## src/rtl/lpc_target.sv

```systemverilog
module lpc_target #(
  parameter logic [15:0] IO_BASE  = 16'h0060,
  parameter logic [15:0] IO_LAST  = 16'h006F,
  parameter logic [2:0]  DMA_CHAN = 3'd2
) (
  input  logic        clk,
  input  logic        rst_n,
  input  logic        frame_n,
  input  logic [3:0]  lad_in,
  output logic [3:0]  lad_out,
  output logic        lad_oe,
  output logic [15:0] reg_addr,
  output logic [7:0]  reg_wdata,
  output logic        reg_wr,
  output logic        reg_rd,
  input  logic [7:0]  reg_rdata,
  output logic        dma_wr,
  output logic        dma_rd,
  input  logic [7:0]  dma_rdata,
  input  logic        dma_req,
  output logic        ldrq_n
);
  typedef enum logic [3:0] {
    S_IDLE, S_START, S_ADDR, S_CHAN, S_SIZE, S_WDAT, S_TAR, S_SYNC, S_RDAT
  } st_t;

  st_t         state;
  logic [1:0]  cnt;
  logic        host_wr;
  logic        is_dma;
  logic [15:0] addr;
  logic [7:0]  wdata;
  logic [7:0]  rdata;
  logic [15:0] addr_nxt;
  logic        hit;

  assign addr_nxt = {addr[11:0], lad_in};
  assign hit      = (addr_nxt >= IO_BASE) && (addr_nxt <= IO_LAST);

  always_ff @(posedge clk or negedge rst_n) begin
    if (!rst_n) begin
      state   <= S_IDLE;
      cnt     <= '0;
      host_wr <= 1'b0;
      is_dma  <= 1'b0;
      addr    <= '0;
      wdata   <= '0;
      rdata   <= '0;
    end else if (!frame_n) begin
      state <= (lad_in == 4'h0) ? S_START : S_IDLE;
      cnt   <= '0;
    end else begin
      case (state)
        S_START: begin
          cnt <= '0;
          if (lad_in[3:2] == 2'b00) begin
            is_dma  <= 1'b0;
            host_wr <= lad_in[1];
            state   <= S_ADDR;
          end else if (lad_in[3:2] == 2'b10) begin
            is_dma  <= 1'b1;
            host_wr <= ~lad_in[1];
            state   <= S_CHAN;
          end else begin
            state <= S_IDLE;
          end
        end
        S_ADDR: begin
          addr <= addr_nxt;
          cnt  <= cnt + 2'd1;
          if (cnt == 2'd3) begin
            cnt   <= '0;
            state <= !hit ? S_IDLE : (host_wr ? S_WDAT : S_TAR);
          end
        end
        S_CHAN: state <= (lad_in[2:0] == DMA_CHAN) ? S_SIZE : S_IDLE;
        S_SIZE: state <= (lad_in == 4'h0) ? (host_wr ? S_WDAT : S_TAR) : S_IDLE;
        S_WDAT: begin
          cnt <= cnt + 2'd1;
          if (cnt[0]) begin
            wdata[7:4] <= lad_in;
            cnt        <= '0;
            state      <= S_TAR;
          end else begin
            wdata[3:0] <= lad_in;
          end
        end
        S_TAR: begin
          cnt <= cnt + 2'd1;
          if (cnt[0]) begin
            cnt   <= '0;
            state <= S_SYNC;
          end
        end
        S_SYNC: begin
          if (host_wr) begin
            state <= S_IDLE;
          end else begin
            rdata <= is_dma ? dma_rdata : reg_rdata;
            state <= S_RDAT;
          end
        end
        S_RDAT: begin
          cnt <= cnt + 2'd1;
          if (cnt[0]) begin
            cnt   <= '0;
            state <= S_IDLE;
          end
        end
        default: state <= S_IDLE;
      endcase
    end
  end

  assign lad_oe    = (state == S_SYNC) || (state == S_RDAT);
  assign lad_out   = (state == S_RDAT) ? (cnt[0] ? rdata[7:4] : rdata[3:0]) : 4'h0;
  assign reg_addr  = addr;
  assign reg_wdata = wdata;
  assign reg_wr    = (state == S_SYNC) && !is_dma &&  host_wr;
  assign reg_rd    = (state == S_SYNC) && !is_dma && !host_wr;
  assign dma_wr    = (state == S_SYNC) &&  is_dma &&  host_wr;
  assign dma_rd    = (state == S_SYNC) &&  is_dma && !host_wr;

  logic [4:0] rq_sh;
  logic [2:0] rq_left;
  logic       rq_sent;

  always_ff @(posedge clk or negedge rst_n) begin
    if (!rst_n) begin
      rq_sh   <= '0;
      rq_left <= '0;
      rq_sent <= 1'b0;
    end else if (rq_left != 3'd0) begin
      rq_sh   <= {rq_sh[3:0], 1'b1};
      rq_left <= rq_left - 3'd1;
    end else if (dma_req != rq_sent) begin
      rq_sh   <= {1'b0, DMA_CHAN, dma_req};
      rq_left <= 3'd5;
      rq_sent <= dma_req;
    end
  end

  assign ldrq_n = (rq_left != 3'd0) ? rq_sh[4] : 1'b1;
endmodule

```

## config.mk

```make
export PLATFORM = sky130hd
export DESIGN_NAME = lpc_target
export DESIGN_NICKNAME = d
export VERILOG_FILES = /design/src/rtl/lpc_target.sv
export SDC_FILE = /design/constraint.sdc
export NUM_CORES = 1
export LEC_CHECK = 0
export ABC_AREA = 1
export BUFFER_PORTS_ARGS = -buffer_cell sky130_fd_sc_hd__buf_2
export CAP_MARGIN = 30
export CORE_ASPECT_RATIO = 1.2
export CORE_UTILIZATION = 57
export CTS_CLUSTER_SIZE = 25
export DETAILED_ROUTE_END_ITERATION = 16
export GPL_TIMING_DRIVEN = 1
export PLACE_DENSITY = 0.88
export SLEW_MARGIN = 20
export SYNTH_ARGS = -nofsm -noshare
export SYNTH_HDL_FRONTEND = slang
export SYNTH_SLANG_ARGS = --single-unit
```

## constraint.sdc

```tcl
create_clock -name clk -period 2.1 [get_ports clk]
set_input_delay 0.105 -clock clk [delete_from_list [all_inputs] [get_ports clk]]
set_output_delay 0.105 -clock clk [all_outputs]
set_load 0.1 [all_outputs]
```

Word level (Yosys, flattened, before mapping)
Cells that the tools add are included.

$add $sub $neg: 2. $mul: 0. Divide/modulo/power cells: 0. Order comparisons: 2. Eq/ne operators: 17. Shifts and indexed selects: 0. Mux-type cells: 30. Bitwise operators: 4. Reduce and logical (&&, ||, !) cells: 23.

Operators by type and width (number): $mux W4 (9); $pmux W4 S8 (1); $eq A4 B3 Y1 const B (4); $ge A16 B7 Y1 const B (1); $le A16 B7 Y1 const B (1); $mux W2 (6); $mux W3 (4); $ne A3 B3 Y1 const B (4); $reduce_and A3 Y1 (4); $mux W5 (2); $eq A4 B2 Y1 const B (2); $mux W8 (1); $logic_and A1 B1 Y1 (7); $mux W1 (6); $pmux W2 S3 (1); $eq A2 B2 Y1 const B (2); $eq A4 B1 Y1 const B (1); $eq A4 B4 Y1 const B (1); $logic_not A4 Y1 (1); $ne A4 B2 Y1 const B (1); $not A1 Y1 (4); $reduce_and A2 Y1 (2); $reduce_and A4 Y1 (1); $reduce_bool A2 Y1 (2); 9 further kinds (10).

Bits in registers: 49. Latch bits: 0. Bits in writable memories: 0. Bits in read-only memories: 0. Input port bits: 24. Output and inout bits: 34. Word-level logic and storage cells: 89. Memories kept: 0.

Depth between registers and ports, before layout
Gate-level depths: netlist of the first run.

Depth in word-level cells: 6. Depth in mapped cells: 10. Mapped depth without buffers: 10.

Worst setup path after synthesis of the first run
OpenSTA, ideal clock, no wires.

Kind: register to output. From: register state[1]. To: output lad_out[0]. Data arrival time: 2268 ps. Setup slack: -273 ps. Cell stages (with the launch flop): 4. Path through: dfrtp_1 nor2_1 nand3_2 a21oi_1.

Word-level cells in the longest chain between the ends: 2.

RTL lines: from (decl) (line 27) `st_t state;`; from (signal assigned) (line 50) `state <= (lad_in == 4'h0) ? S_START : S_IDLE;`; from (signal assigned) (line 73) `state <= !hit ? S_IDLE : (host_wr ? S_WDAT : S_TAR);`; from (signal assigned) (line 76) `S_CHAN: state <= (lad_in[2:0] == DMA_CHAN) ? S_SIZE : S_IDLE;`; $eq A4 B4 Y1 (line 116) `assign lad_out = (state == S_RDAT) ? (cnt[0] ? rdata[7:4] : rdata[3:0]) : 4'h0;`; $mux W4 (line 116); to (decl) (line 10) `output logic [3:0] lad_out,`.

Every way passes these cells.

Final worst setup path of the first run
From: register state[3]. To: output reg_wr.

Word-level cells in the longest chain between the ends: 3.

RTL lines: $eq A4 B3 Y1 (line 119) `assign reg_wr = (state == S_SYNC) && !is_dma && host_wr;`; $logic_and A1 B1 Y1 (2 in a row) (line 119); to (decl) (line 14) `output logic reg_wr,`.

Every way passes these cells.

==> flow_summary.ini, run 1 <==
[sta]
final-setup-viol-count = 0
max_slew_margin_pct = 67.7
setup_tns_ps = 0
finalCritPeriodShare_pct = 93.6
rsz0062_at_grt = no
hold_viol_final = 0
fin_crit_ps = 1970
final_max_slew_viol_count = 0
fmax_mhz = 509
worst_pin_slew_ps = 488
finClkSkew_ps = 7.95

[layout]
nets = 370
diodes = 0
drive_gt1_share_pct = 28.2
final_util_pct = 71.6
syn2layout_area_growth_pct = 19.9

[yosys]
yosys.area.top_type = dfrtp_1
synth-seq-cells = 49
ys.flop_type = dfrtp_1
synthTopCellsByArea = dfrtp_1, nand2_1, o21ai_0, inv_1, nor2_1
synthTopCellsByCount = nand2_1, dfrtp_1, inv_1
syn_inst = 282
synth.top_cell.area_share_pct = 52.1
synth_area_per_cell_um2 = 8.35
syn_nets = 309
async_flop_share_pct = 100
ys_seq_area_share_pct = 52.1
yosys.cell_count.top_type = nand2_1
synth_edf_count = 0
netlist_area_um2 = 2350
synth_cell_types = 28
ys_warn_count = 0

[critical_path]
cp_common_cell = nor2_2
crit_required_ps = 2000
crit_slowest_cell = dfrtp_1
path_class = reg2out
worstSetupStartpointType = flip-flop
path_cells = nor2_2, nand3_2, inv_1, nand2_1, nor2_2, buf_2
crit_path_max_incr_delay_ps = 440
path_buf_inv = 2
crit_fanout = 4
worstPathArrival_ps = 1860
cp_top_family = simple AND/OR/NAND/NOR gates
end_kind = primary output

[floorplan]
die_h_um = 72.4
core_um2 = 3940
dieArea_um2 = 4390
initial_core_util_pct = 59.7
die-width_um = 60.7
rows = 25
ioPinCount = 58

[clock_tree]
cts_buffers = 5
cts.sinks = 49
ctsResizeCount = 0
htreeDepth = 2
clk_pin_slew_ps = 80
cts_tree = done
clockBufferDepth = 2
post_cts.repair.setup_buffers = 0
insertion_delay_ps = 300
cts_hold_buf = 1
root_buffer = clkbuf_8

[power]
ir_drop_uv = 490
p_leak_uw = 0.00156
cellPowerDensity_nw_per_um2 = 802

[route]
wl_um = 4850
routed_via_density = 5.28
drtAntennaViolNets = 0
drtIter0Drc = 90
vias = 2103
wire_per_inst_um = 12.2
drc = 0
first_pass_iters = 4

[grt]
grt.total_usage_pct = 24.4
grt_max_degree = 36
overflow = 0
grt_pass1_vias = 1983
antenna_found_initial = 0
grt_pass1_wl_um = 8090

[flow_run]
maxCapViolations = 0

[min_path]
hold_path.class = in2reg

[outcome]
outcome = finished clean

[placed_design]
io_buffers = 57
routabilityCongestion = 0.882
dp.final_hpwl_um = 3550
-- metal layers --
layer  up-vias  share of wire [%]  global-route usage [%]
met3         6                3.7                    4.99
li1       1030                  -                       -
met2        55                 54                    44.0
met4         0                1.5                    9.85
met5         -                  0                       0
met1      1012                 41                    27.5
-- stage by stage --
stage / area (um2) / std cells / total power [uW] / setup slack [ps] / hold WS [ps]
3_5_place_dp: 2700 / 389 / 1600 / 436 / 11.8
2_1_floorplan: 2360 / 282 / 1470 / -273 / -191
6_report: 2820 / 398 / 2260 / 134 / 82.3
4_1_cts: 2820 / 398 / 2280 / 136 / 87.6
5_1_grt: 2820 / 398 / 2390 / 15.5 / 106
3_3_place_gp: 2700 / 389 / 1580 / 544 / 12.4
-- registers in the layout, summed over array words and instances, names as in the netlist --
register and count:
rq_sh 5, rq_left 3, cnt 2, is_dma 1
rdata 8, state 4, reg_wdata 8, host_wr 1
rq_sent 1, reg_addr 16
-- logic make-up after synthesis --
family                   after synthesis  share of synthesized area (%)
flip-flops                            49                           52.1
AND/OR/NAND/NOR                      130                           24.3
adder cells (fa/ha/maj)                3                           1.60
AO/OA/AOI/OAI                         56                           12.6
buffers and inverters                 38                           6.49
multiplexers                           6                           2.87
-- final timing paths --
| path | startpoint | endpoint | slack, ps | cells after the start |
|---|---|---|---|---|
| max | state[3] | reg_wr | 130 | 6 |
| min | dma_req | rq_sent | 80 | 3 |
| max reg2reg | rq_left[0] | rq_left[0] | 440 | 7 |
| min reg2reg | reg_wdata[2] | reg_wdata[2] | 490 | 2 |
| max in group asynchronous | rst_n | state[1] | 1150 | 3 |
| min in group asynchronous | rst_n | reg_addr[8] | 210 | 2 |
-- area by class of cell --
type,instances,area [um2]
Clock buffer,7,86.3
Clock inverter,1,30.0
Fill cell,331,1120
Inverter,33,124
Multi-Input combinational cell,195,985
Sequential cell,49,1230
Tap cell,54,67.6
Timing Repair Buffer,59,303
-- power by group --
group,leakage (uW),switching (uW),internal [uW]
Clock,0.0000585,297,388
Combinational,0.000859,333,144
Sequential,0.000639,58.1,1040
Total,0.00156,688,1580
-- worst reg2reg max path, stage by stage (launching register included) --
cell and delay [ps]:
dfrtp_1 380, nor2_1 150, ha_1 250, o21ai_0 140
a21oi_1 260, inv_1 160, nand2_1 110, o21ai_0 80
-- layout by cell type (no fill, tap or decap) --
| cell type | count |
|---|---|
| nand2_1 | 73 |
| buf_2 | 57 |
| dfrtp_1 | 49 |
| inv_1 | 28 |
| o21ai_0 | 25 |
| nor2_1 | 23 |
| o21ai_1 | 16 |
| nor2_2 | 8 |
| or2_2 | 8 |
| a21oi_1 | 7 |
| nand3_1 | 7 |
| clkbuf_8 | 6 |
| inv_2 | 5 |
| o22ai_1 | 4 |
| mux2_2 | 4 |
| nand3_2 | 3 |
| nand4_1 | 3 |
| ha_1 | 3 |
| mux2_1 | 2 |
| nand2_2 | 2 |
| nand2_4 | 1 |
| a211o_1 | 1 |
| nor3_2 | 1 |
| a22oi_1 | 1 |
| o21bai_1 | 1 |
| o31ai_1 | 1 |
| nor3_1 | 1 |
| clkbuf_1 | 1 |
| bufinv_16 | 1 |
| dlygate4sd3_1 | 1 |
| buf_4 | 1 |
Power figures use the tool's default switching activity.
==> run 2: changes to the inputs <==
--- a/config.mk
+++ b/config.mk
@@ -14,6 +14,7 @@
 export DETAILED_ROUTE_END_ITERATION = 16
 export GPL_TIMING_DRIVEN = 1
 export PLACE_DENSITY = 0.88
+export REMOVE_ABC_BUFFERS = 1
 export SLEW_MARGIN = 20
 export SYNTH_ARGS = -nofsm -noshare
 export SYNTH_HDL_FRONTEND = slang
==> run 2 against run 1 <==
Net effect:
- non-clock buffer count is the same
- wire length shrank 1.3%
- sequential power is essentially flat
- critical path type unchanged
- highest routed layer unchanged
- largest cell class unchanged
- critical endpoint is now lad_out[3]
==> flow_summary.ini, run 2 (synthesis results as in run 1) <==
[min_path]
hold_path.class = in2reg
worstHoldStart = dma_req

[floorplan]
rows = 25
dieArea_um2 = 4390
die_h_um = 72.4
core_um2 = 3940
die-width_um = 60.7
ioPinCount = 58
initial_core_util_pct = 59.7

[power]
cellPowerDensity_nw_per_um2 = 806
ir_drop_uv = 389
p_leak_uw = 0.00156
finalPower_uw = 2270

[route]
drtAntennaViolNets = 0
drtIter0Drc = 102
wire_per_inst_um = 12.0
first_pass_iters = 7
vias = 2039
wl_um = 4780
drc = 0
routed_via_density = 5.12

[flow_run]
maxCapViolations = 0

[clock_tree]
ctsResizeCount = 0
root_buffer = clkbuf_8
clk_pin_slew_ps = 90
insertion_delay_ps = 300
cts_tree = done
htreeDepth = 2
clockBufferDepth = 2
cts.sinks = 49
cts_buffers = 5

[layout]
syn2layout_area_growth_pct = 19.6
nets = 370
layout.area.seq_um2 = 1230
diodes = 0
fill_cells = 333
layout_common_cells = nand2_1, buf_2, dfrtp_1, inv_1, nor2_1
multi_input_area_um2 = 975
largest_reg_flops = 16
layout.cells.most_common = nand2_1
drive_gt1_share_pct = 27.3
finalNonFillerCells = 398

[sta]
finClkSkew_ps = 6.44
rsz0062_at_grt = no
max_slew_margin_pct = 66.9
fin_crit_ps = 1940
fmax_mhz = 514
finalWorstSetupSlack_ps = 156
final-setup-viol-count = 0
worst_pin_slew_ps = 499
hold_viol_final = 0
final_max_slew_viol_count = 0
finalCritPeriodShare_pct = 92.6

[placed_design]
pre_cts_slack_ps = 469
io_buffers = 57
dp_cells = 389
dp.final_hpwl_um = 3480
routabilityCongestion = 0.846

[grt]
overflow = 0
grt_pass1_wl_um = 7960
antenna_found_initial = 0
grt_max_degree = 36
grt_pass1_vias = 1844
grt.total_usage_pct = 24.1

[critical_path]
crit_fanout = 8
end_kind = primary output
worstPathArrival_ps = 1840
path_class = reg2out
crit_required_ps = 2000
r2r-start = rq_left[0]
worstSetupStartpointType = flip-flop
crit_start = state[1]

[outcome]
outcome = finished clean
## run 2: worst paths after layout
kind	cells after the start	slack, ps	end
max in group asynchronous	3	1140	cnt[0]
setup / recovery	4	160	lad_out[3]
min in group asynchronous	2	210	reg_addr[13]
setup reg to reg	7	440	rq_left[0]
hold reg to reg	2	490	rq_left[1]
hold / removal	3	90	rq_sent
## run 2: worst max-delay path, cell delays in order (launching register included)
cell and delay, ps:
dfrtp_1 450, nor2_1 250, nand3_2 210, a21oi_1 190, buf_2 450
## run 2: per-stage QoR
stage / hold slack (ps) / util, % / cell area [um2] / setup TNS [ps]
global route: 106 / 71.4 / 2820 / 0
detailed placement: 11.4 / 68.1 / 2690 / 0
CTS: 86.0 / 71.4 / 2820 / 0
global placement: 12.7 / 68.1 / 2690 / 0
finish: 88.7 / 71.4 / 2820 / 0
floorplan: -191 / - / 2320 / -1450
## run 2: layout make-up
class                           count  area share (%)
Sequential cell                    49            43.6
Multi-Input combinational cell    195            34.6
Timing Repair Buffer               59            10.8
Inverter                           33            4.40
Clock buffer                        6            2.93
Tap cell                           54            2.40
Clock inverter                      2            1.33
## run 2: routing by layer
metal	part of all wire, %	vias up	global-route usage, %
met4	1.4	0	9.85
met2	52	60	41.0
met5	0	-	0
li1	-	1025	-
met1	43	950	30.0
met3	3.3	4	3.92
## run 2: repair_timing
| item | CTS | global route |
|---|---|---|
| hold endpoints to repair | 14 | 0 |
| setup buffers | 0 | 0 |
| endpoints found under the setup margin | 0 | 0 |
| hold buffers | 1 | 0 |
## run 2: power breakdown
| part | internal (uW) | switching (uW) |
|---|---|---|
| Combinational | 145 | 327 |
| Sequential | 1040 | 59.1 |
| Clock | 387 | 305 |
| Total | 1580 | 691 |
==> run 3: changes to the inputs <==
--- a/config.mk
+++ b/config.mk
@@ -9,11 +9,11 @@
 export BUFFER_PORTS_ARGS = -buffer_cell sky130_fd_sc_hd__buf_2
 export CAP_MARGIN = 30
 export CORE_ASPECT_RATIO = 1.2
-export CORE_UTILIZATION = 57
+export CORE_UTILIZATION = 54
 export CTS_CLUSTER_SIZE = 25
 export DETAILED_ROUTE_END_ITERATION = 16
 export GPL_TIMING_DRIVEN = 1
-export PLACE_DENSITY = 0.88
+export PLACE_DENSITY = 0.84
 export REMOVE_ABC_BUFFERS = 1
 export SLEW_MARGIN = 20
 export SYNTH_ARGS = -nofsm -noshare
==> run 3 against run 2 <==
Net effect:
- sequential cell count stayed put
- final area down 0.67%
- first-iteration DRC count shrank 8.8%
- core utilization is 2.7 points lower
- largest cell class unchanged
- maximum frequency rose by 1.0%
- wire length down 3.6%
- critical path type unchanged
- count of clock-buffer cells in the layout grew 1
- via count increased by 0.98%
- power decreased by 4.6%
- sequential power is essentially flat
- global-route usage is 2.8 points lower
==> flow_summary.ini, run 3 (synthesis results as in run 1) <==
[route]
vias = 2059
drc = 0
drtAntennaViolNets = 0
first_pass_iters = 4
drtIter0Drc = 93
wl_um = 4610
routed_via_density = 5.17
wire_per_inst_um = 11.6

[layout]
layout_common_cells = nand2_1, buf_2, dfrtp_1, inv_1, nor2_1
diodes = 0
final_area_um2 = 2800
layout.area.seq_um2 = 1230
multi_input_area_um2 = 975
fill_cells = 338
syn2layout_area_growth_pct = 18.8
layout.cells.most_common = nand2_1
finalNonFillerCells = 398
drive_gt1_share_pct = 27.3
nets = 370
largest_reg_flops = 16
final_util_pct = 68.8

[grt]
grt.total_usage_pct = 21.3
antenna_found_initial = 0
grt_pass1_vias = 1911
grt_pass1_wl_um = 7790
overflow = 0
grt_max_degree = 39

[sta]
fmax_mhz = 520
final_max_slew_viol_count = 0
rsz0062_at_grt = no
max_slew_margin_pct = 46.2
fin_crit_ps = 1920
hold_viol_final = 0
finClkSkew_ps = 4.98
setup_tns_ps = 0
finalCritPeriodShare_pct = 91.6
worst_pin_slew_ps = 806
final-setup-viol-count = 0

[floorplan]
die-width_um = 62.3
core_um2 = 4070
initial_core_util_pct = 57.9
rows = 25
ioPinCount = 58
dieArea_um2 = 4630
die_h_um = 74.3

[power]
power_frac_seq_pct = 50.9
p_int_uw = 1490
p_leak_uw = 0.00155
power_frac_clock_pct = 27.4
cellPowerDensity_nw_per_um2 = 773
power_switching_uw = 677
comb_power_share_pct = 21.6
ir_drop_uv = 424
finalPower_uw = 2160
swShare_pct = 31.3

[critical_path]
r2r_cells = 7
crit_fanout = 8
r2r-end = rq_left[0]
worstSetupStartpointType = flip-flop
crit_path_max_incr_delay_ps = 460
crit_required_ps = 2000
crit_slowest_cell = dfrtp_1
rrSetupSlack_ps = 450
path_depth = 4
cp_top_family = flip-flops
r2r-start = rq_left[0]
path_buf_inv = 1
cp-endpoint = lad_out[1]
path_class = reg2out
path_cells = nor2_1, nand3_2, a21oi_1, buf_2
crit_start = state[1]
end_kind = primary output
worstPathArrival_ps = 1820

[placed_design]
dp_cells = 389
postPlaceCellArea_um2 = 2690
routabilityCongestion = 0.879
dp.final_hpwl_um = 3390
io_buffers = 57

[outcome]
outcome = finished clean

[min_path]
hold_path.class = in2reg

[clock_tree]
post_cts.repair.setup_buffers = 0
root_buffer = clkbuf_8
ctsResizeCount = 0
cts_tree = done
clk_pin_slew_ps = 80
htreeDepth = 2
cts_buffers = 5
clockBufferDepth = 2
cts.sinks = 49
insertion_delay_ps = 290

[flow_run]
maxCapViolations = 0
-- run 3: cell count changes in the layout (fill, tap and decap cells not counted), sizes merged --
cell,delta
clkinvlp,-1
clkbuf,+1
bufinv,-1
clkinv,+1
-- run 3: power groups by stage --
| stage | combinational, uW | sequential [uW] | clock (uW) |
|---|---|---|---|
| 2_1_floorplan | 332 | 1130 | 0 |
| 3_3_place_gp | 460 | 1120 | 0 |
| 3_5_place_dp | 469 | 1120 | 0 |
| 4_1_cts | 473 | 1100 | 610 |
| 5_1_grt | 522 | 1120 | 637 |
| 6_report | 468 | 1100 | 593 |
-- run 3: cell type report --
| type | count | area share [%] |
|---|---|---|
| sequential | 49 | 43.8 |
| multi-input combinational | 195 | 34.9 |
| timing repair buffer | 59 | 10.8 |
| inverter | 33 | 4.43 |
| clock buffer | 7 | 3.45 |
| tap | 54 | 2.42 |
| clock inverter | 1 | 0.179 |
-- run 3: worst min path at each step --
stage                  from        to  slack (ps)  cells past startpoint
6_report       reg_rdata[3]  rdata[3]         100                      3
2_1_floorplan         rst_n    cnt[0]        -190                      0
3_3_place_gp          rst_n  rq_sh[0]         240                      1
5_1_grt           lad_in[3]    is_dma         120                      3
4_1_cts        reg_rdata[3]  rdata[3]          90                      3
3_5_place_dp          rst_n  rq_sh[2]         250                      1
-- run 3: worst reg2reg max path, delay by kind of cell, from the launching register on --
family / cells / cell delay, ps
flops: 1 / 380
fa+ha+maj: 1 / 250
buf+inv: 1 / 170
simple gates: 2 / 260
compound gates: 3 / 480
-- run 3: through the flow --
| step | worst slack, ps | hold WS, ps |
|---|---|---|
| final | 175 | 97.8 |
| after global routing | 48.5 | 121 |
| after CTS | 150 | 88.3 |
| after detailed placement | 477 | 245 |
| after global placement | 536 | 242 |
| after floorplan | -273 | -191 |
-- run 3: metal layers --
layer | up-vias | wire length [um] | part of all wire [%] | GRT usage (%)
met5 | - | 0 | 0 | 0
met1 | 954 | 2050 | 44 | 25.1
met2 | 65 | 2280 | 49 | 39.6
met3 | 7 | 233 | 5.1 | 4.75
met4 | 0 | 47 | 1.0 | 6.20
li1 | 1033 | - | - | -
-- run 3: what timing repair did --
action                                  CTS  global route
hold buffers                              1             0
endpoints found under the hold margin    37             0
endpoints found under the setup margin    0             0
